==> src/rtl/qavg_pkg.sv <==
package qavg_pkg;
  localparam int SMP_W     = 14;
  localparam int ACC_W     = 32;
  localparam int LINE_W    = 3;
  localparam int MAX_LINES = 10;
  localparam int PAT_W     = LINE_W * MAX_LINES;
  localparam int LIDX_W    = $clog2(MAX_LINES + 1);

  typedef struct packed {
    logic swap;
    logic re_sub;
    logic im_sub;
  } line_t;
endpackage

==> src/rtl/qavg_combine.sv <==
module qavg_combine
  import qavg_pkg::*;
(
  input  logic [SMP_W-1:0] re_i,
  input  logic [SMP_W-1:0] im_i,
  input  line_t            line_i,
  input  logic             first_i,
  input  logic [ACC_W-1:0] base_re_i,
  input  logic [ACC_W-1:0] base_im_i,
  output logic [ACC_W-1:0] sum_re_o,
  output logic [ACC_W-1:0] sum_im_o
);
  localparam int EXT_W = ACC_W - SMP_W;

  logic [SMP_W-1:0] sel_re, sel_im;
  logic [ACC_W-1:0] ext_re, ext_im, acc_re, acc_im;

  always_comb begin
    sel_re = line_i.swap ? im_i : re_i;
    sel_im = line_i.swap ? re_i : im_i;
    ext_re = {{EXT_W{sel_re[SMP_W-1]}}, sel_re};
    ext_im = {{EXT_W{sel_im[SMP_W-1]}}, sel_im};
    // first scan discards the read-back value
    acc_re = first_i ? '0 : base_re_i;
    acc_im = first_i ? '0 : base_im_i;
    sum_re_o = line_i.re_sub ? (acc_re - ext_re) : (acc_re + ext_re);
    sum_im_o = line_i.im_sub ? (acc_im - ext_im) : (acc_im + ext_im);
  end
endmodule

==> src/rtl/qavg_scan_ctrl.sv <==
module qavg_scan_ctrl
  import qavg_pkg::*;
#(
  parameter int MAX_SCANS = 262144,
  parameter int CNT_W     = 19
) (
  input  logic              clk_i,
  input  logic              rst_ni,
  input  logic              clear_i,
  input  logic              start_i,
  input  logic [PAT_W-1:0]  pattern_i,
  input  logic [LIDX_W-1:0] line_count_i,
  output logic [CNT_W-1:0]  scan_cnt_o,
  output logic [LIDX_W-1:0] line_idx_o,
  output line_t             line_o,
  output logic              first_o
);
  localparam logic [CNT_W-1:0]  CNT_MAX  = CNT_W'(MAX_SCANS);
  localparam logic [LIDX_W-1:0] LINE_MAX = LIDX_W'(MAX_LINES);

  line_t             lines [MAX_LINES];
  logic [CNT_W-1:0]  cnt_q;
  logic [LIDX_W-1:0] idx_q, eff_cnt, nxt_idx;
  line_t             line_q;
  logic              first_q, take;

  for (genvar k = 0; k < MAX_LINES; k++) begin : g_line
    assign lines[k] = line_t'(pattern_i[k*LINE_W +: LINE_W]);
  end

  always_comb begin
    if (line_count_i == '0)          eff_cnt = LIDX_W'(1);
    else if (line_count_i > LINE_MAX) eff_cnt = LINE_MAX;
    else                              eff_cnt = line_count_i;
  end

  always_comb begin
    if (cnt_q == '0)                            nxt_idx = '0;
    else if ((idx_q + LIDX_W'(1)) >= eff_cnt)   nxt_idx = '0;
    else                                        nxt_idx = idx_q + LIDX_W'(1);
  end

  assign take = start_i && (cnt_q != CNT_MAX);

  always_ff @(posedge clk_i or negedge rst_ni) begin
    if (!rst_ni) begin
      cnt_q   <= '0;
      idx_q   <= '0;
      line_q  <= '0;
      first_q <= 1'b0;
    end else if (clear_i) begin
      cnt_q   <= '0;
      idx_q   <= '0;
      line_q  <= '0;
      first_q <= 1'b0;
    end else if (take) begin
      cnt_q   <= cnt_q + CNT_W'(1);
      idx_q   <= nxt_idx;
      line_q  <= lines[nxt_idx];
      first_q <= (cnt_q == '0);
    end
  end

  assign scan_cnt_o = cnt_q;
  assign line_idx_o = idx_q;
  assign line_o     = line_q;
  assign first_o    = first_q;

  assert_cnt_bound_R10: assert property (@(posedge clk_i) disable iff (!rst_ni)
    cnt_q <= CNT_MAX);
  assert_cnt_hold_R10: assert property (@(posedge clk_i) disable iff (!rst_ni)
    (cnt_q == CNT_MAX && !clear_i) |=> (cnt_q == CNT_MAX));
  assert_line_range_R5: assert property (@(posedge clk_i) disable iff (!rst_ni)
    idx_q < LINE_MAX);
  assert_first_line0_R13: assert property (@(posedge clk_i) disable iff (!rst_ni)
    (start_i && cnt_q == '0 && !clear_i) |=> (idx_q == '0 && first_q));
endmodule

==> src/rtl/qavg_rmw_pipe.sv <==
module qavg_rmw_pipe
  import qavg_pkg::*;
#(
  parameter int ADDR_W = 9,
  parameter int RD_LAT = 1
) (
  input  logic              clk_i,
  input  logic              rst_ni,
  input  logic              clear_i,
  input  logic              active_i,
  input  line_t             line_i,
  input  logic              first_i,
  input  logic              smp_valid_i,
  input  logic [SMP_W-1:0]  smp_re_i,
  input  logic [SMP_W-1:0]  smp_im_i,
  input  logic [ADDR_W-1:0] smp_idx_i,
  output logic              mem_rd_o,
  output logic [ADDR_W-1:0] mem_raddr_o,
  input  logic [ACC_W-1:0]  mem_rdata_re_i,
  input  logic [ACC_W-1:0]  mem_rdata_im_i,
  output logic              mem_we_o,
  output logic [ADDR_W-1:0] mem_waddr_o,
  output logic [ACC_W-1:0]  mem_wdata_re_o,
  output logic [ACC_W-1:0]  mem_wdata_im_o,
  output logic              ovr_err_o
);
  typedef struct packed {
    logic [SMP_W-1:0]  re;
    logic [SMP_W-1:0]  im;
    logic [ADDR_W-1:0] idx;
    line_t             line;
    logic              first;
  } stage_t;

  stage_t            stg_q [RD_LAT];
  logic              vld_q [RD_LAT];
  stage_t            in_stg;
  logic              busy, accept, we_q, err_q;
  logic [ADDR_W-1:0] waddr_q;
  logic [ACC_W-1:0]  wre_q, wim_q, sum_re, sum_im;

  always_comb begin
    busy = we_q;
    for (int k = 0; k < RD_LAT; k++) busy |= vld_q[k];
  end

  assign accept = smp_valid_i && active_i && !busy;
  assign in_stg = '{re: smp_re_i, im: smp_im_i, idx: smp_idx_i, line: line_i, first: first_i};

  for (genvar k = 0; k < RD_LAT; k++) begin : g_stage
    if (k == 0) begin : g_head
      always_ff @(posedge clk_i or negedge rst_ni) begin
        if (!rst_ni) begin
          vld_q[0] <= 1'b0;
          stg_q[0] <= '0;
        end else begin
          vld_q[0] <= accept;
          if (accept) stg_q[0] <= in_stg;
        end
      end
    end else begin : g_tail
      always_ff @(posedge clk_i or negedge rst_ni) begin
        if (!rst_ni) begin
          vld_q[k] <= 1'b0;
          stg_q[k] <= '0;
        end else begin
          vld_q[k] <= vld_q[k-1];
          if (vld_q[k-1]) stg_q[k] <= stg_q[k-1];
        end
      end
    end
  end

  qavg_combine i_combine (
    .re_i      (stg_q[RD_LAT-1].re),
    .im_i      (stg_q[RD_LAT-1].im),
    .line_i    (stg_q[RD_LAT-1].line),
    .first_i   (stg_q[RD_LAT-1].first),
    .base_re_i (mem_rdata_re_i),
    .base_im_i (mem_rdata_im_i),
    .sum_re_o  (sum_re),
    .sum_im_o  (sum_im)
  );

  always_ff @(posedge clk_i or negedge rst_ni) begin
    if (!rst_ni) begin
      we_q    <= 1'b0;
      waddr_q <= '0;
      wre_q   <= '0;
      wim_q   <= '0;
    end else begin
      we_q <= vld_q[RD_LAT-1];
      if (vld_q[RD_LAT-1]) begin
        waddr_q <= stg_q[RD_LAT-1].idx;
        wre_q   <= sum_re;
        wim_q   <= sum_im;
      end
    end
  end

  always_ff @(posedge clk_i or negedge rst_ni) begin
    if (!rst_ni)                              err_q <= 1'b0;
    else if (clear_i)                         err_q <= 1'b0;
    else if (smp_valid_i && active_i && busy) err_q <= 1'b1;
  end

  assign mem_rd_o       = accept;
  assign mem_raddr_o    = smp_idx_i;
  assign mem_we_o       = we_q;
  assign mem_waddr_o    = waddr_q;
  assign mem_wdata_re_o = wre_q;
  assign mem_wdata_im_o = wim_q;
  assign ovr_err_o      = err_q;

  assert_we_gap_R9: assert property (@(posedge clk_i) disable iff (!rst_ni)
    mem_we_o |=> !mem_we_o);
  assert_err_sticky_R9: assert property (@(posedge clk_i) disable iff (!rst_ni)
    (ovr_err_o && !clear_i) |=> ovr_err_o);
  assert_no_rd_during_we_R9: assert property (@(posedge clk_i) disable iff (!rst_ni)
    mem_we_o |-> !mem_rd_o);
endmodule

==> src/rtl/qavg_engine.sv <==
module qavg_engine
  import qavg_pkg::*;
#(
  parameter  int ADDR_W    = 9,
  parameter  int RD_LAT    = 1,
  parameter  int MAX_SCANS = 262144,
  localparam int CNT_W     = $clog2(MAX_SCANS + 1)
) (
  input  logic              clk_i,
  input  logic              rst_ni,
  input  logic              exp_clear_i,
  input  logic              scan_start_i,
  input  logic [PAT_W-1:0]  pattern_i,
  input  logic [LIDX_W-1:0] line_count_i,
  output logic [CNT_W-1:0]  scan_cnt_o,
  output logic [LIDX_W-1:0] line_idx_o,
  input  logic              smp_valid_i,
  input  logic [SMP_W-1:0]  smp_re_i,
  input  logic [SMP_W-1:0]  smp_im_i,
  input  logic [ADDR_W-1:0] smp_idx_i,
  output logic              mem_rd_o,
  output logic [ADDR_W-1:0] mem_raddr_o,
  input  logic [ACC_W-1:0]  mem_rdata_re_i,
  input  logic [ACC_W-1:0]  mem_rdata_im_i,
  output logic              mem_we_o,
  output logic [ADDR_W-1:0] mem_waddr_o,
  output logic [ACC_W-1:0]  mem_wdata_re_o,
  output logic [ACC_W-1:0]  mem_wdata_im_o,
  output logic              ovr_err_o
);
  line_t cur_line;
  logic  cur_first, scan_active;

  qavg_scan_ctrl #(.MAX_SCANS(MAX_SCANS), .CNT_W(CNT_W)) i_scan_ctrl (
    .clk_i        (clk_i),
    .rst_ni       (rst_ni),
    .clear_i      (exp_clear_i),
    .start_i      (scan_start_i),
    .pattern_i    (pattern_i),
    .line_count_i (line_count_i),
    .scan_cnt_o   (scan_cnt_o),
    .line_idx_o   (line_idx_o),
    .line_o       (cur_line),
    .first_o      (cur_first)
  );

  assign scan_active = (scan_cnt_o != '0);

  qavg_rmw_pipe #(.ADDR_W(ADDR_W), .RD_LAT(RD_LAT)) i_rmw_pipe (
    .clk_i          (clk_i),
    .rst_ni         (rst_ni),
    .clear_i        (exp_clear_i),
    .active_i       (scan_active),
    .line_i         (cur_line),
    .first_i        (cur_first),
    .smp_valid_i    (smp_valid_i),
    .smp_re_i       (smp_re_i),
    .smp_im_i       (smp_im_i),
    .smp_idx_i      (smp_idx_i),
    .mem_rd_o       (mem_rd_o),
    .mem_raddr_o    (mem_raddr_o),
    .mem_rdata_re_i (mem_rdata_re_i),
    .mem_rdata_im_i (mem_rdata_im_i),
    .mem_we_o       (mem_we_o),
    .mem_waddr_o    (mem_waddr_o),
    .mem_wdata_re_o (mem_wdata_re_o),
    .mem_wdata_im_o (mem_wdata_im_o),
    .ovr_err_o      (ovr_err_o)
  );

  assert_rd_needs_scan_R11: assert property (@(posedge clk_i) disable iff (!rst_ni)
    mem_rd_o |-> (scan_cnt_o != '0));
endmodule

==> config.mk <==
export PLATFORM = sky130hd
export DESIGN_NAME = qavg_engine
export DESIGN_NICKNAME = d
export VERILOG_FILES = /design/src/rtl/qavg_pkg.sv /design/src/rtl/qavg_combine.sv /design/src/rtl/qavg_scan_ctrl.sv /design/src/rtl/qavg_rmw_pipe.sv /design/src/rtl/qavg_engine.sv
export SDC_FILE = /design/constraint.sdc
export NUM_CORES = 1
export LEC_CHECK = 0
export ABC_AREA = 1
export ABC_CLOCK_PERIOD_IN_PS = 3700
export BUFFER_PORTS_ARGS = -buffer_cell sky130_fd_sc_hd__buf_2
export CAP_MARGIN = 10
export CORE_ASPECT_RATIO = 0.9
export CORE_MARGIN = 3
export CORE_UTILIZATION = 51
export DETAILED_ROUTE_END_ITERATION = 7
export PLACE_DENSITY = 0.78
export RECOVER_POWER = 100
export SYNTH_ARGS = -nofsm -noshare
export SYNTH_HDL_FRONTEND = slang
export SYNTH_SLANG_ARGS = --single-unit
==> constraint.sdc <==
create_clock -name clk_i -period 3.7 [get_ports clk_i]
set_input_delay 0.37 -clock clk_i [delete_from_list [all_inputs] [get_ports clk_i]]
set_output_delay 0.37 -clock clk_i [all_outputs]
set_load 0.02 [all_outputs]
Word-level counts from Yosys, hierarchy flattened

Index checks and enable logic that the tools add are counted.

Input port bits: 140
Register bits after elaboration: 144
Logic and storage cells: 64
Output and inout bits: 108

Bitwise logic cells: 2
Reduce and logical (&&, ||, !) cells: 10
Magnitude comparators: 3
Muxes and demuxes: 23
Equal/unequal tests: 1
Add/subtract/negate cells: 6

Operator list:

| operator                | count |
|---|---|
| $mux W32                | 4 |
| $add A32 B32 Y32        | 2 |
| $sub A32 B32 Y32        | 2 |
| $mux W19                | 2 |
| $mux W14                | 2 |
| $mux W4                 | 6 |
| $add A19 B1 Y19 const B | 1 |
| $logic_not A19 Y1       | 1 |
| $ne A19 B19 Y1 const B  | 1 |
| $reduce_bool A19 Y1     | 1 |
| $bmux W3 S4             | 1 |
| $mux W3                 | 4 |
| $ge A5 B5 Y1 const B    | 1 |
| $not A4 Y5              | 1 |
| $add A4 B1 Y4 const B   | 1 |
| $ge A4 B4 Y1            | 1 |
| $gt A4 B4 Y1 const B    | 1 |
| $logic_and A1 B1 Y1     | 4 |
| $logic_not A4 Y1        | 1 |
| $mux W1                 | 4 |
| $reduce_bool A2 Y1      | 2 |
| $logic_not A1 Y1        | 1 |
| $or A1 B1 Y1            | 1 |

Depth between registers and ports, before layout

Gate-level depths: netlist (run 1).

Depth in word-level cells: 12
Mapped depth: 27
Depth with buffers taken out: 25

Modules after synthesis

Synthesis (run 1) repeated with hierarchy kept, for this count alone.

Cell total of the unflattened synthesis: 2229
Area total of the unflattened synthesis: 13335.3 um2

By module, submodules not included:

| module         | times used | area each (um2) | sequential area each (um2) | cells each |
|---|---|---|---|---|
| qavg_combine   | 1          | 6638.9          | 0.0                        | 1408 |
| qavg_rmw_pipe  | 1          | 4575.6          | 2927.8                     | 507 |
| qavg_scan_ctrl | 1          | 2049.5          | 675.6                      | 296 |
| qavg_engine    | 1          | 71.3            | 0.0                        | 18 |

Worst setup path after synthesis (run 1)

OpenSTA, ideal clock, no wires.

Path type: register to register
Start point: register i_rmw_pipe.stg_q[3] (netlist bit)
End point: register i_rmw_pipe.wim_q[24] (netlist: i_rmw_pipe.mem_wdata_im_o[24])
Arrival time: 3.291 ns
Library setup time: 0.118 ns
Cell stages (with the launch flop): 21
Path buffers: 1
Path slack: 0.291 ns
Period minus slack after synthesis: 3.409 ns
Cell sequence: dfrtp_1 buf_6 o21ai_0 ha_1 inv_1 nor3_1 nand3_1 nor2_2 nand3_2 ha_1 nand2_1 nand2_1 ha_1 nand2_1 o21ai_0 o21bai_1 nand2_1 nand3_1 or2_2 nand3_1 nand2_1

Longest elaborated chain between the ends: 3
Elaborated cells on any way between the ends: 4
Those cells by class: add/sub: 2; mux: 2

RTL lines:

| item                                                 | RTL line            | source |
|---|---|---|
| from (decl)                                          | qavg_rmw_pipe.sv:35 | `stage_t stg_q [RD_LAT];` |
| $mux W14 *                                           | qavg_combine.sv:20  | `sel_im = line_i.swap ? re_i : im_i;` |
| $add A32 B32 Y32 or $sub A32 B32 Y32 (tied branches) | qavg_combine.sv:27  | `sum_im_o = line_i.im_sub ? (acc_im - ext_im) : (acc_im + ext_im);` |
| $mux W32 *                                           | qavg_combine.sv:27  |  |
| to (signal assigned)                                 | qavg_rmw_pipe.sv:96 | `wim_q <= sum_im;` |
| to (decl)                                            | qavg_rmw_pipe.sv:40 | `logic [ACC_W-1:0] wre_q, wim_q, sum_re, sum_im;` |

Every way passes the cells marked *; elsewhere a longest branch is shown, timed or not.
A chain may end at the register's enable or synchronous reset.

Worst setup path after layout (run 1)

Start point: register i_rmw_pipe.stg_q[3] (netlist bit)
End point: register i_rmw_pipe.wre_q[20] (netlist: i_rmw_pipe.mem_wdata_re_o[20])

Longest elaborated chain between the ends: 3
Elaborated cells on any way between the ends: 4
Those cells by class: add/sub: 2; mux: 2

RTL lines:

| item                                                 | RTL line            | source |
|---|---|---|
| $mux W14 *                                           | qavg_combine.sv:19  | `sel_re = line_i.swap ? im_i : re_i;` |
| $add A32 B32 Y32 or $sub A32 B32 Y32 (tied branches) | qavg_combine.sv:26  | `sum_re_o = line_i.re_sub ? (acc_re - ext_re) : (acc_re + ext_re);` |
| $mux W32 *                                           | qavg_combine.sv:26  |  |
| to (signal assigned)                                 | qavg_rmw_pipe.sv:95 | `wre_q <= sum_re;` |
| to (decl)                                            | qavg_rmw_pipe.sv:40 |  |

Marked as above.

==> qor.csv, run 1 <==
stage,metric,value,unit
critical_path,worst_r2r_path_depth,20,
cells_and_area,mostFrequentLayoutCell,nand2_1,
global_route,global_route.usage.total,29.0,%
global_route,grt_start_max_net_pins,96,
power_and_ir_drop,total_leakage_power,7.75,nW
worst_hold_path,timing.hold.worst.class,in2reg,
global_route,number_of_antenna_violations_at_the_first_check_in_global_routing,1,
clock_tree,holdBufCountCts,0,
run_status,failed_checks,"max-capacitance violations, max-slew violations",
floorplanning,start_util,52.7,%
detailed_routing,route.detailed.vias_per_inst,5.44,
detailed_routing,routed_wire_length_per_instance,15.8,microns
cells_and_area,leading_cell_types_in_the_layout_fill_and_taps_excluded,"nand2_1 (567), inv_1 (208), nor2_1 (170), dfrtp_1 (141), buf_2 (139)",
timing,layout_min_cycle_time,3.58,ns
critical_path,critical_path_required,4.03,ns
synthesis,yosysUniqueCellTypes,45,
global_route,wire_length_of_the_first_global_routing_pass,59600,microns
clock_tree,cts_made_buffers,17,
detailed_routing,drt-initial-drc-count,1183,
clock_tree,cts_tree,built,
floorplanning,die_area,25400,sq um
critical_path,crit_start,i_rmw_pipe.stg_q[3]$_DFFE_PN0P_,
floorplanning,coreArea,22800,sq um
clock_tree,clk-insertion-delay-late,0.43,ns
global_route,grt_overflow,0,
place,postPlaceCellArea,13700,sq um
detailed_routing,drt_pass1_iterations,5,
critical_path,regToRegStartpoint,i_rmw_pipe.stg_q[3]$_DFFE_PN0P_,
run_status,run_status,finished with violations,
clock_tree,clkSinkCount,144,
place,port-buffer-count,247,
worst_hold_path,worstHoldStart,smp_im_i[5],
timing,worst-slew-pin-transition,2.42,ns
detailed_routing,met2_length,16300,microns
power_and_ir_drop,pwr_density_cell,1040,nW/um^2
cells_and_area,area_taken_by_flip_flops_and_latches,3610,sq um
critical_path,crit_path_end_kind,flop,
power_and_ir_drop,worst_ir_drop_vdd,0.499,mV
clock_tree,htree_levels,4,
critical_path,worstPathArrival,3.91,ns
timing,max-slew-margin-rel,-61.1,%
synthesis,number_of_synthesized_flops_with_an_enable_pin,0,
critical_path,criticalPathCategory,reg2reg,
timing,final-setup-viol-count,0,
timing,rsz_0062_raised_after_global_routing,yes,
cells_and_area,multi_input_area,7660,sq um
synthesis,synthFlopType,dfrtp_1,
place,routabilityCongestion,1.01,
cells_and_area,area.growth.synth_to_final,22.6,%
detailed_routing,topRoutingLayerUsed,met4,
clock_tree,clock-root-buffer,clkbuf_16,
detailed_routing,met1Wirelength,17600,microns
synthesis,yosysSeqAreaShare,30.0,%
timing,period_share,96.8,%
synthesis,post_synth.cell_area_avg,6.51,sq um
worst_hold_path,min_delay_path_depth,3,
place,detailedPlacementHpwl,29900,microns
timing,worst_hold_slack,0.142,ns
synthesis,synth_area,12000,sq um
timing,final_hold_vio_count,0,
detailed_routing,via_count,13200,
detailed_routing,met3_length,3440,microns
floorplanning,core.rowCount,52,
cells_and_area,layout-drive-gt1-share,17.4,%
synthesis,syn_nets,2061,
synthesis,synthArstFlopShare,100,%
cells_and_area,num-fill-cells,2083,
detailed_routing,drt_drc_violations_left,0,
flow_run,cap_viol_max_count,1,
timing,setup-tns-final,0,ns
synthesis,syn-instance-count,1842,
synthesis,warnings_from_yosys,0,
timing,slew_violations,96,
floorplanning,design.portCount,248,
clock_tree,clock_pin_slew_of_the_registers_on_the_worst_case_setup_and_hold_paths,0.07,ns
floorplanning,die-height,152,microns
critical_path,worst_path_maximum_fanout,8,
floorplanning,die_width,168,microns
global_route,first_global_vias,11900,
timing,fmax,279,MHz
detailed_routing,route.final.wire_length,38300,microns
cells_and_area,design_area,14700,sq um
synthesis,postSynthRegisterBits,144,
clock_tree,maximum_count_of_clock_buffers_along_a_single_path,2,
timing,final.setup_skew,0.0143,ns
critical_path,startpoint_type_of_the_worst_setup_path,flop,
cells_and_area,finish.net_count,2332,
place,place.detailed.instances,2378,
cells_and_area,layoutNonFillerInstCount,2424,
detailed_routing,antenna_violating_nets_post_route,0,
==> layer usage <==
metal	vias to the layer above	GRT usage (%)
met5	-	0
met4	0	9.08
met3	74	5.29
met2	612	43.1
met1	6008	43.0
li1	6496	-
==> per-stage QoR <==
step	setup slack [ns]	power, mW	utilization, %
finish	0.118	15.4	64.6
CTS	0.0113	14.5	62.9
global route	-0.113	16.6	64.6
global placement	-0.0482	12.4	60.2
detailed placement	-0.138	12.5	60.2
floorplan	0.291	9.45	-
==> cells by family (layout without fill, tap and decap cells) <==
logic type	Yosys count	in the layout	synth area share, %
AND/OR/NAND/NOR	1001	1001	35.1
buffers and inverters	282	566	9.60
AO/OA/AOI/OAI	279	279	12.7
flip-flops	144	144	30.0
adder cells (fa/ha/maj)	80	80	8.45
XOR/XNOR	56	56	4.09
other	0	1	0
==> power breakdown <==
group          leakage, nW  internal, mW  switching (mW)
Sequential            1.81          2.15           0.436
Clock                0.294          1.11           0.741
Combinational         5.65          3.87            7.04
Total                 7.75          7.13            8.22
==> critical path, stage by stage (launching register included) <==
cell	delay, ns
dfrtp_2	0.53
clkinv_4	0.10
or2_1	0.23
o21ai_2	0.11
nand4_1	0.15
nand3b_4	0.20
nor2_4	0.10
nand2_2	0.07
inv_2	0.08
nand3_1	0.08
ha_1	0.33
nand2_2	0.08
nand2_2	0.07
ha_4	0.27
a21oi_2	0.21
o21bai_1	0.14
a21oi_2	0.18
nand3_2	0.12
or2_2	0.29
nand3_1	0.08
nand2_1	0.06
==> what timing repair did <==
item,4_1_cts,5_1_grt
buffers inserted,0,11
gates resized for setup,4,131
cloned,0,2
pin swaps,0,27
endpoints found under the setup margin,16,40
==> cells in the mapped netlist (15+ instances only) <==
cell type | n | share of area, %
or2_2 | 15 | 0.78
nand4_1 | 30 | 1.6
xnor2_1 | 25 | 1.8
xor2_1 | 31 | 2.3
a21oi_1 | 90 | 3.8
nor3_1 | 35 | 1.5
nor2_1 | 185 | 5.8
clkbuf_1 | 34 | 1.1
dfrtp_1 | 144 | 30
nand2_1 | 581 | 18
o21ai_1 | 18 | 0.75
nand3_1 | 120 | 5.0
o21ai_0 | 121 | 5.0
ha_1 | 77 | 8.0
inv_1 | 211 | 6.6
==> flip-flops by register name, indices dropped and copies added (netlist names) <==
signal / count
i_scan_ctrl.line_idx_o: 4
i_rmw_pipe.stg_q: 41
i_scan_ctrl.scan_cnt_o: 19
i_rmw_pipe.mem_we_o: 1
i_rmw_pipe.vld_q: 1
i_rmw_pipe.mem_waddr_o: 9
i_scan_ctrl.line_o: 3
i_rmw_pipe.mem_wdata_re_o: 32
i_rmw_pipe.ovr_err_o: 1
i_rmw_pipe.mem_wdata_im_o: 32
i_scan_ctrl.first_o: 1
==> worst paths after layout <==
kind / slack [ns] / to
min: 0.14 / i_rmw_pipe.stg_q[18]$_DFFE_PN0P_
max: 0.12 / i_rmw_pipe.mem_wdata_re_o[20]$_DFFE_PN0P_
max reg2reg: 0.12 / i_rmw_pipe.mem_wdata_re_o[20]$_DFFE_PN0P_
max in group asynchronous: 0.85 / i_rmw_pipe.mem_wdata_re_o[2]$_DFFE_PN0P_
min in group asynchronous: 0.61 / i_rmw_pipe.mem_wdata_im_o[20]$_DFFE_PN0P_
min reg2reg: 0.47 / i_rmw_pipe.mem_wdata_im_o[1]$_DFFE_PN0P_
==> layout make-up <==
cell class	instances	area share, %
diodes	1	0.0170
clock buffers	22	3.16
clock inverters	10	1.03
inverters	221	5.72
multi-input cells	1416	52.1
flip-flops and latches	144	24.5
well taps	297	2.53
repair buffers	311	10.9
repair inverters	2	0.0936
(Power assumes the default switching activity.)
==> run 2, diff against run 1 <==
Settings changed: CORE_UTILIZATION 51 to 52, CTS_BUF_LIST set to sky130_fd_sc_hd__clkbuf_2, PLACE_DENSITY 0.78 to 0.79.
==> run 2 against run 1 <==
The run still ends with max-capacitance violations, max-slew violations left. Clock power down 42%. Sequential power about the same. Core utilization is 2.0 points higher. Sequential cell count did not move. Die area fell by 1.8%. Sequential share of layout area decreased by 0.53 points. Worst hold slack worse by 0.073 ns. Global-route usage grew 1.6 points. Critical path type unchanged. Largest cell class unchanged. Largest power group unchanged.
==> qor.csv, run 2 (same netlist as run 1, synthesis figures left out) <==
stage,metric,value,unit,change
run_status,run_status,finished with violations,,
run_status,failed_checks,"max-capacitance violations, max-slew violations",,
critical_path,register_to_register_setup_slack,0.08,ns,-0.04 ns
clock_tree,clock-root-buffer,clkbuf_2,,
critical_path,worst_r2r_path_depth,21,,+5.0%
clock_tree,htree_levels,4,,unchanged
power_and_ir_drop,totalPowerFinal,15.0,mW,-2.4%
power_and_ir_drop,pwr_density_cell,996,nW/um^2,-4.5%
power_and_ir_drop,total_leakage_power,7.94,nW,+2.4%
floorplanning,die-height,150,microns,-0.93%
detailed_routing,drt_drc_violations_left,0,,unchanged
critical_path,worstPathArrival,4.29,ns,+0.38 ns
power_and_ir_drop,worst_ir_drop_vdd,0.489,mV,-2.0%
cells_and_area,finalCoreUtilization,66.6,%,+2.0 points
detailed_routing,route.detailed.vias_per_inst,5.43,,-0.19%
critical_path,crit_start,i_rmw_pipe.stg_q[3]$_DFFE_PN0P_,,
cells_and_area,multi_input_area,7680,sq um,+0.29%
critical_path,startpoint_type_of_the_worst_setup_path,flop,,
critical_path,crit_path_end_kind,flop,,
global_route,global_route.usage.total,30.6,%,+1.6 points
detailed_routing,met2_length,17500,microns,+7.6%
floorplanning,design.portCount,248,,unchanged
timing,worst-slew-pin-transition,2.51,ns,+0.0947 ns
detailed_routing,met1Wirelength,18000,microns,+2.5%
timing,final-setup-viol-count,0,,unchanged
floorplanning,coreArea,22600,sq um,-0.86%
clock_tree,maximum_count_of_clock_buffers_along_a_single_path,2,,unchanged
global_route,number_of_antenna_violations_at_the_first_check_in_global_routing,2,,+1
clock_tree,cts_tree,built,,
critical_path,endpoint,i_rmw_pipe.mem_wdata_im_o[31]$_DFFE_PN0P_,,
floorplanning,core.rowCount,52,,unchanged
critical_path,criticalPathCategory,reg2reg,,
timing,fmax,276,MHz,-0.97%
timing,worst_hold_slack,0.0689,ns,-0.0728 ns
cells_and_area,top_register,i_rmw_pipe.stg_q,,
floorplanning,start_util,53.1,%,+0.46 points
cells_and_area,leading_cell_types_in_the_layout_fill_and_taps_excluded,"nand2_1 (568), inv_1 (206), nor2_1 (168), dfrtp_1 (141), buf_2 (140)",,
timing,final.setup_skew,0.0482,ns,+0.0339 ns
detailed_routing,drt_pass1_iterations,8,,+3
timing,final_hold_vio_count,0,,unchanged
cells_and_area,flip_flop_count_of_the_largest_register_after_layout,41,,unchanged
cells_and_area,num-fill-cells,2115,,+1.5%
timing,rsz_0062_raised_after_global_routing,yes,,
timing,setup-tns-final,0,ns,unchanged
cells_and_area,finish.net_count,2405,,+3.1%
clock_tree,clock_pin_slew_of_the_registers_on_the_worst_case_setup_and_hold_paths,0.23,ns,+0.16 ns
floorplanning,die_area,24900,sq um,-1.8%
power_and_ir_drop,pwr-share-comb,75.6,%,+4.5 points
cells_and_area,area.growth.synth_to_final,25.3,%,
critical_path,regToRegStartpoint,i_rmw_pipe.stg_q[3]$_DFFE_PN0P_,,
critical_path,worst_r2r_endpoint,i_rmw_pipe.mem_wdata_im_o[31]$_DFFE_PN0P_,,
place,routabilityCongestion,1.04,,+2.8%
worst_hold_path,worstHoldStart,pattern_i[9],,
global_route,grt_start_max_net_pins,73,,-24%
place,port-buffer-count,247,,unchanged
detailed_routing,met3_length,3330,microns,-3.3%
cells_and_area,design_area,15000,sq um,+2.2%
detailed_routing,antenna_violating_nets_post_route,0,,unchanged
place,postPlaceCellArea,13900,sq um,+1.3%
clock_tree,clk-insertion-delay-late,0.75,ns,+0.32 ns
cells_and_area,mostFrequentLayoutCell,nand2_1,,
power_and_ir_drop,share_clk_of_total_power,7.2,%,-4.9 points
clock_tree,clkSinkCount,144,,unchanged
power_and_ir_drop,switchingPower,8.29,mW,+0.88%
detailed_routing,drt-initial-drc-count,1073,,-9.3%
timing,max-slew-margin-rel,-67.4,%,-6.3 points
power_and_ir_drop,share_seq_of_total_power,17.2,%,+0.3 points
place,detailedPlacementHpwl,30100,microns,+0.64%
power_and_ir_drop,power_switching_share,55.4,%,+1.8 points
detailed_routing,topRoutingLayerUsed,met4,,
floorplanning,die_width,166,microns,-0.93%
global_route,grt_overflow,0,,unchanged
critical_path,worst_path_maximum_fanout,5,,-3
flow_run,cap_viol_max_count,1,,unchanged
timing,layout_min_cycle_time,3.62,ns,+0.0352 ns
cells_and_area,layout-drive-gt1-share,18.3,%,+0.88 points
global_route,wire_length_of_the_first_global_routing_pass,62300,microns,+4.5%
power_and_ir_drop,cell_internal_pwr,6.69,mW,-6.2%
cells_and_area,area_taken_by_flip_flops_and_latches,3610,sq um,unchanged
detailed_routing,via_count,13600,,+2.8%
global_route,first_global_vias,12400,,+4.2%
critical_path,critical_path_required,4.38,ns,+0.35 ns
clock_tree,cts_made_buffers,17,,unchanged
detailed_routing,route.final.wire_length,39800,microns,+3.7%
worst_hold_path,timing.hold.worst.class,in2reg,,
timing,period_share,97.8,%,+0.95 points
detailed_routing,routed_wire_length_per_instance,15.9,microns,+0.67%
timing,slew_violations,42,,-56%
## run 2: changes by cell type in the layout (fill, tap and decap cells not counted), moves of 3 or more
cell | before | now
buf_4 | 61 | 83
clkbuf_16 | 17 | 0
clkbuf_2 | 2 | 20
dlygate4sd3_1 | 0 | 46
inv_2 | 10 | 14
nand2_2 | 18 | 15
nor2_2 | 13 | 18
nor2_4 | 6 | 3
o21ai_0 | 99 | 102
o21ai_1 | 29 | 24
## run 2: worst min path at each step
stage,slack [ns],endpoint,cells after the start
5_1_grt,0.008,i_scan_ctrl.line_o[0]$_DFFE_PN0P_,5
3_3_place_gp,0.32,i_rmw_pipe.mem_wdata_im_o[25]$_DFFE_PN0P_,1
3_5_place_dp,0.32,i_rmw_pipe.mem_wdata_im_o[28]$_DFFE_PN0P_,1
4_1_cts,0.008,i_rmw_pipe.mem_wdata_re_o[0]$_DFFE_PN0P_,4
6_report,0.07,i_scan_ctrl.line_o[0]$_DFFE_PN0P_,5
2_1_floorplan,0.07,i_rmw_pipe.mem_waddr_o[0]$_DFFE_PN0P_,0
## run 2: layer usage
metal / track usage [%] / vias up
met5: 0 / -
met4: 7.40 / 0
met3: 5.38 / 81
met2: 48.3 / 599
met1: 44.1 / 6243
li1: - / 6639
## run 2: final cells by class
| type | count | share of cell area [%] |
|---|---|---|
| clock buffers | 18 | 0.599 |
| multi-input cells | 1416 | 51.1 |
| repair buffers | 384 | 15.0 |
| diodes | 1 | 0.0166 |
| flip-flops and latches | 144 | 24.0 |
| repair inverters | 2 | 0.0999 |
| well taps | 297 | 2.47 |
| clock inverters | 14 | 1.17 |
| inverters | 221 | 5.54 |
## run 2: power by group through the flow
stage / sequential (mW) / combinational, mW / clock [mW]
2_1_floorplan: 2.95 / 6.50 / 0
3_3_place_gp: 2.55 / 10.1 / 0
3_5_place_dp: 2.57 / 10.2 / 0
4_1_cts: 2.54 / 10.4 / 1.08
5_1_grt: 2.65 / 12.5 / 1.15
6_report: 2.58 / 11.3 / 1.08
## run 2: what timing repair did
| item | in CTS | in global routing |
|---|---|---|
| gates cloned | 0 | 3 |
| setup buffers | 0 | 13 |
| endpoints found under the setup margin | 12 | 42 |
| gates resized for setup | 9 | 122 |
| pin swaps | 0 | 28 |
| hold buffers | 45 | 1 |
| hold endpoints to repair | 171 | 1 |
## run 2: through the flow
step                      instances  worst slack (ns)
after floorplan                1842             0.291
after global placement         2402            0.0231
after detailed placement       2402           -0.0996
after CTS                      2479           0.00481
after global routing           2497           -0.0743
final                          2497            0.0823
## run 2: worst max-delay path, cell delays in order (launching register included)
cell and delay (ns):
dfrtp_2 0.50, buf_2 0.18, nand2_1 0.06, o21ai_1 0.11
ha_1 0.19, inv_1 0.06, nor3_2 0.23, nand3_2 0.12
nor2_2 0.15, nand3_2 0.09, ha_1 0.19, o21ai_0 0.39
ha_1 0.34, inv_1 0.14, nor3_1 0.07, a21oi_1 0.13
o21ai_0 0.09, a21oi_1 0.17, nand2_1 0.09, nand2_1 0.08
nand3_1 0.08, nand2_1 0.08
==> run 3, diff against run 2 <==
Settings changed: ABC_AREA 1 to unset, PLACE_DENSITY 0.79 to 0.91.
==> run 3 against run 2 <==
The flow finishes with violations (max-capacitance violations, max-slew violations, negative setup slack). Routed wire length grew 3.2%. Maximum frequency shrank 12%. Non-clock buffer count grew 93. Worst setup slack lost 0.51 ns. Sequential power grew 6%. Cell count shrank 19%. Area after synthesis shrank 3.9%. Worst hold slack lost 0.031 ns. Sequential cell count is the same. Global-route usage shrank 0.67 points. Clock skew shrank 0.0021 ns. Critical endpoint is now i_rmw_pipe.mem_wdata_im_o[29]$_DFFE_PN0P_. Highest routed layer unchanged.
==> qor.csv, run 3 <==
stage,metric,value,unit,change
run_status,run_status,finished with violations,,
run_status,failed_checks,"max-capacitance violations, max-slew violations, negative setup slack",,
critical_path,criticalPathCategory,reg2reg,,
critical_path,timing.critical_path.slowest_stage_cell,dfrtp_2,,
place,place.detailed.instances,1895,,-21%
critical_path,worst_path_maximum_fanout,7,,+2
synthesis,synth_area_leader_cell,dfrtp_1,,
global_route,wire_length_of_the_first_global_routing_pass,58600,microns,-5.9%
cells_and_area,finish.net_count,1935,,-20%
synthesis,yosysSeqAreaShare,31.2,%,+1.2 points
floorplanning,die-height,147,microns,-1.9%
power_and_ir_drop,pwr_density_cell,1130,nW/um^2,+13%
synthesis,synthArstFlopShare,100,%,unchanged
place,port-buffer-count,247,,unchanged
cells_and_area,finalCoreUtilization,74.8,%,+8.2 points
place,preCtsSetupSlack,-0.429,ns,-0.330 ns
critical_path,max_stage_delay,0.52,ns,+0.02 ns
worst_hold_path,worstHoldStart,pattern_i[26],,
global_route,grt_start_max_net_pins,98,,+34%
timing,worst-slew-pin-transition,2.55,ns,+0.0431 ns
timing,period_share,112,%,+14 points
synthesis,postSynthRegisterBits,144,,unchanged
power_and_ir_drop,totalPowerFinal,18.3,mW,+22%
cells_and_area,flip_flop_count_of_the_largest_register_after_layout,41,,unchanged
critical_path,critical_path_required,4.38,ns,about the same
critical_path,startpoint_type_of_the_worst_setup_path,flop,,
detailed_routing,drt-initial-drc-count,1026,,-4.4%
synthesis,number_of_synthesized_flops_with_an_enable_pin,0,,unchanged
floorplanning,die_area,24000,sq um,-3.7%
synthesis,syn-instance-count,1291,,-30%
cells_and_area,top_register,i_rmw_pipe.stg_q,,
critical_path,register_to_register_setup_slack,-0.43,ns,-0.51 ns
timing,fmax,242,MHz,-12%
global_route,grt_overflow,0,,unchanged
synthesis,post-synth-top-count-cell,dfrtp_1,,
critical_path,worst_r2r_path_depth,18,,-14%
synthesis,synth_area_leaders,"dfrtp_1 (31%), ha_1 (8.4%), a21oi_1 (4.6%), nor2b_1 (4.4%), mux2_2 (4.1%)",,
synthesis,synth_area,11500,sq um,-3.9%
timing,final-setup-viol-count,39,,+39
timing,worst_hold_slack,0.0383,ns,-0.0306 ns
power_and_ir_drop,pwr-share-comb,79.1,%,+3.5 points
detailed_routing,drt_drc_violations_left,0,,unchanged
floorplanning,coreArea,21700,sq um,-3.9%
floorplanning,design.portCount,248,,unchanged
critical_path,worst_r2r_endpoint,i_rmw_pipe.mem_wdata_im_o[29]$_DFFE_PN0P_,,
power_and_ir_drop,switchingPower,9.07,mW,+9.4%
flow_run,cap_viol_max_count,2,,+1
timing,slew_violations,129,,+210%
power_and_ir_drop,worst_ir_drop_vdd,0.529,mV,+8.2%
cells_and_area,area.growth.synth_to_final,40.7,%,
timing,layout_min_cycle_time,4.13,ns,+0.513 ns
power_and_ir_drop,total_leakage_power,7.34,nW,-7.5%
floorplanning,start_util,53.2,%,about the same
clock_tree,clock_pin_slew_of_the_registers_on_the_worst_case_setup_and_hold_paths,0.25,ns,+0.02 ns
detailed_routing,via_count,12500,,-8.1%
timing,max-slew-margin-rel,-70.3,%,-2.9 points
synthesis,yosysUniqueCellTypes,101,,+120%
power_and_ir_drop,share_seq_of_total_power,15.0,%,-2.2 points
clock_tree,htree_levels,4,,unchanged
clock_tree,maximum_count_of_clock_buffers_along_a_single_path,2,,unchanged
place,detailedPlacementHpwl,26700,microns,-11%
clock_tree,clkSinkCount,144,,unchanged
worst_hold_path,min_delay_worst_endpoint,i_scan_ctrl.line_o[2]$_DFFE_PN0P_,,
power_and_ir_drop,cell_internal_pwr,9.20,mW,+38%
global_route,number_of_antenna_violations_at_the_first_check_in_global_routing,2,,unchanged
synthesis,synthFlopType,dfrtp_1,,
place,routabilityCongestion,0.947,,-8.7%
clock_tree,clock-root-buffer,clkbuf_2,,
detailed_routing,route.final.wire_length,41000,microns,+3.2%
detailed_routing,routed_wire_length_per_instance,20.3,microns,+28%
power_and_ir_drop,share_clk_of_total_power,5.9,%,-1.3 points
synthesis,syn_nets,1510,,-27%
timing,final_hold_vio_count,0,,unchanged
clock_tree,clk-insertion-delay-late,0.77,ns,+0.02 ns
global_route,first_global_vias,11800,,-4.8%
cells_and_area,mostFrequentLayoutCell,buf_2,,
floorplanning,die_width,163,microns,-1.9%
timing,rsz_0062_raised_after_global_routing,yes,,
clock_tree,cts_tree,built,,
critical_path,worstPathCellList,buf_8 > mux2i_4 > ha_4 > o21ai_4 > nor2b_2 > nor2b_4 > nand3_1 > ha_1 > inv_1 > o21ai_2 > ha_4 > nand4_1 > nor2_2 > nand4_1 > a21o_1 > a21bo_1 > a2111o_1 > o221ai_2,,
timing,final.setup.worst_slack,-0.430,ns,-0.513 ns
timing,final.setup_skew,0.0461,ns,-0.00211 ns
cells_and_area,leading_cell_types_in_the_layout_fill_and_taps_excluded,"buf_2 (246), buf_4 (147), dfrtp_1 (141), nand2_1 (95)",,
synthesis,synth_largest_type_area_fraction,31.2,%,+1.2 points
floorplanning,core.rowCount,51,,-1.9%
detailed_routing,route.detailed.vias_per_inst,6.17,,+14%
detailed_routing,drt_pass1_iterations,8,,unchanged
worst_hold_path,timing.hold.worst.class,in2reg,,
cells_and_area,layoutNonFillerInstCount,2021,,-19%
cells_and_area,layout-drive-gt1-share,40.6,%,+22 points
critical_path,crit_path_end_kind,flop,,
power_and_ir_drop,power_switching_share,49.7,%,-5.7 points
critical_path,regToRegStartpoint,i_rmw_pipe.stg_q[3]$_DFFE_PN0P_,,
worst_hold_path,min_delay_path_depth,4,,-1
synthesis,post_synth.cell_area_avg,8.93,sq um,+37%
global_route,global_route.usage.total,29.9,%,-0.67 points
clock_tree,cts_made_buffers,17,,unchanged
critical_path,worstPathArrival,4.81,ns,+0.52 ns
synthesis,warnings_from_yosys,0,,unchanged
detailed_routing,antenna_violating_nets_post_route,0,,unchanged
synthesis,ys_top_cells_by_count,"dfrtp_1 (144), a21oi_1 (105), nand2_1 (101), nor2b_1 (82), nor2_1 (81)",,
[run 3: cell types whose count changed in the layout (fill, tap and decap cells not counted), sizes merged, moves of 28 or more]
cell,delta
nand2,-485
buf,+202
inv,-183
mux2i,+28
mux2,+82
nor2,-108
nor2b,+82
nand3,-93
clkbuf,-108
o21ai,-68
[run 3: cell families (layout without fill, tap and decap cells)]
family / Yosys count / count (layout) / share of synthesized area [%]
fa+ha+maj: 80 / 80 / 8.79
other cells: 0 / 2 / 0
flops: 144 / 144 / 31.2
mux: 111 / 111 / 10.6
compound gates: 351 / 351 / 20.8
xor+xnor: 66 / 66 / 5.01
buf+inv: 109 / 546 / 4.26
simple gates: 430 / 430 / 19.3
[run 3: timing repair]
| action | in CTS | in global routing |
|---|---|---|
| endpoints found under the setup margin | 39 | 43 |
| gates cloned | 0 | 1 |
| hold endpoints to repair | 143 | 0 |
| resized for setup | 91 | 182 |
| hold buffers | 44 | 0 |
| buffers inserted | 20 | 33 |
| pin swaps | 19 | 102 |
[run 3: layout make-up]
class                           count  area [sq um]
Clock buffer                       17          85.1
Inverter                           38           143
Timing Repair Buffer              477          3250
Tap cell                          291           364
Sequential cell                   144          3610
Multi-Input combinational cell   1038          8590
Clock inverter                     14           180
Antenna cell                        2          5.00
Fill cell                        1415          5470
[run 3: layer usage]
metal  track usage, %  part of all wire [%]  vias to the layer above
met3             5.64                   8.4                      195
met2             50.7                    48                      769
met5                0                     0                        -
li1                 -                     -                     5564
met1             37.8                    39                     5937
met4             11.7                   5.2                        0
[run 3: how the worst max path moves through the flow]
stage | end | cells after the start | slack [ns] | start
after floorplan | i_rmw_pipe.mem_wdata_re_o[29]$_DFFE_PN0P_ | 21 | -0.30 | i_rmw_pipe.stg_q[3]$_DFFE_PN0P_
after global placement | i_rmw_pipe.mem_wdata_re_o[28]$_DFFE_PN0P_ | 18 | -0.22 | i_rmw_pipe.stg_q[3]$_DFFE_PN0P_
after detailed placement | i_rmw_pipe.mem_wdata_re_o[28]$_DFFE_PN0P_ | 18 | -0.43 | i_rmw_pipe.stg_q[3]$_DFFE_PN0P_
after CTS | i_rmw_pipe.mem_wdata_im_o[26]$_DFFE_PN0P_ | 18 | -0.16 | i_rmw_pipe.stg_q[3]$_DFFE_PN0P_
after global routing | i_rmw_pipe.mem_wdata_im_o[29]$_DFFE_PN0P_ | 18 | -0.51 | i_rmw_pipe.stg_q[3]$_DFFE_PN0P_
final | i_rmw_pipe.mem_wdata_im_o[29]$_DFFE_PN0P_ | 18 | -0.43 | i_rmw_pipe.stg_q[3]$_DFFE_PN0P_
[run 3: metrics by stage]
step                TNS [ns]  area [sq um]
floorplan              -2.67         11600
global placement       -2.90         13900
detailed placement     -9.01         13900
CTS                    -1.47         15100
global route          -12.42         16200
finish                 -8.35         16200
[run 3: power by group through the flow]
stage | clock [mW] | sequential, mW | combinational (mW)
after floorplan | 0 | 3.05 | 6.99
after global placement | 0 | 2.64 | 10.6
after detailed placement | 0 | 2.67 | 11.0
after CTS | 1.08 | 2.67 | 11.8
after global routing | 1.15 | 2.81 | 15.3
final | 1.07 | 2.74 | 14.4
[run 3: critical path: cells and delay by family (launching register included)]
| kind | cells | cell delay [ns] |
|---|---|---|
| AO/OA/AOI/OAI | 6 | 1.09 |
| flip-flops | 1 | 0.52 |
| multiplexers | 1 | 0.30 |
| adder cells (fa/ha/maj) | 3 | 0.79 |
| buffers and inverters | 2 | 0.26 |
| AND/OR/NAND/NOR | 6 | 1.07 |
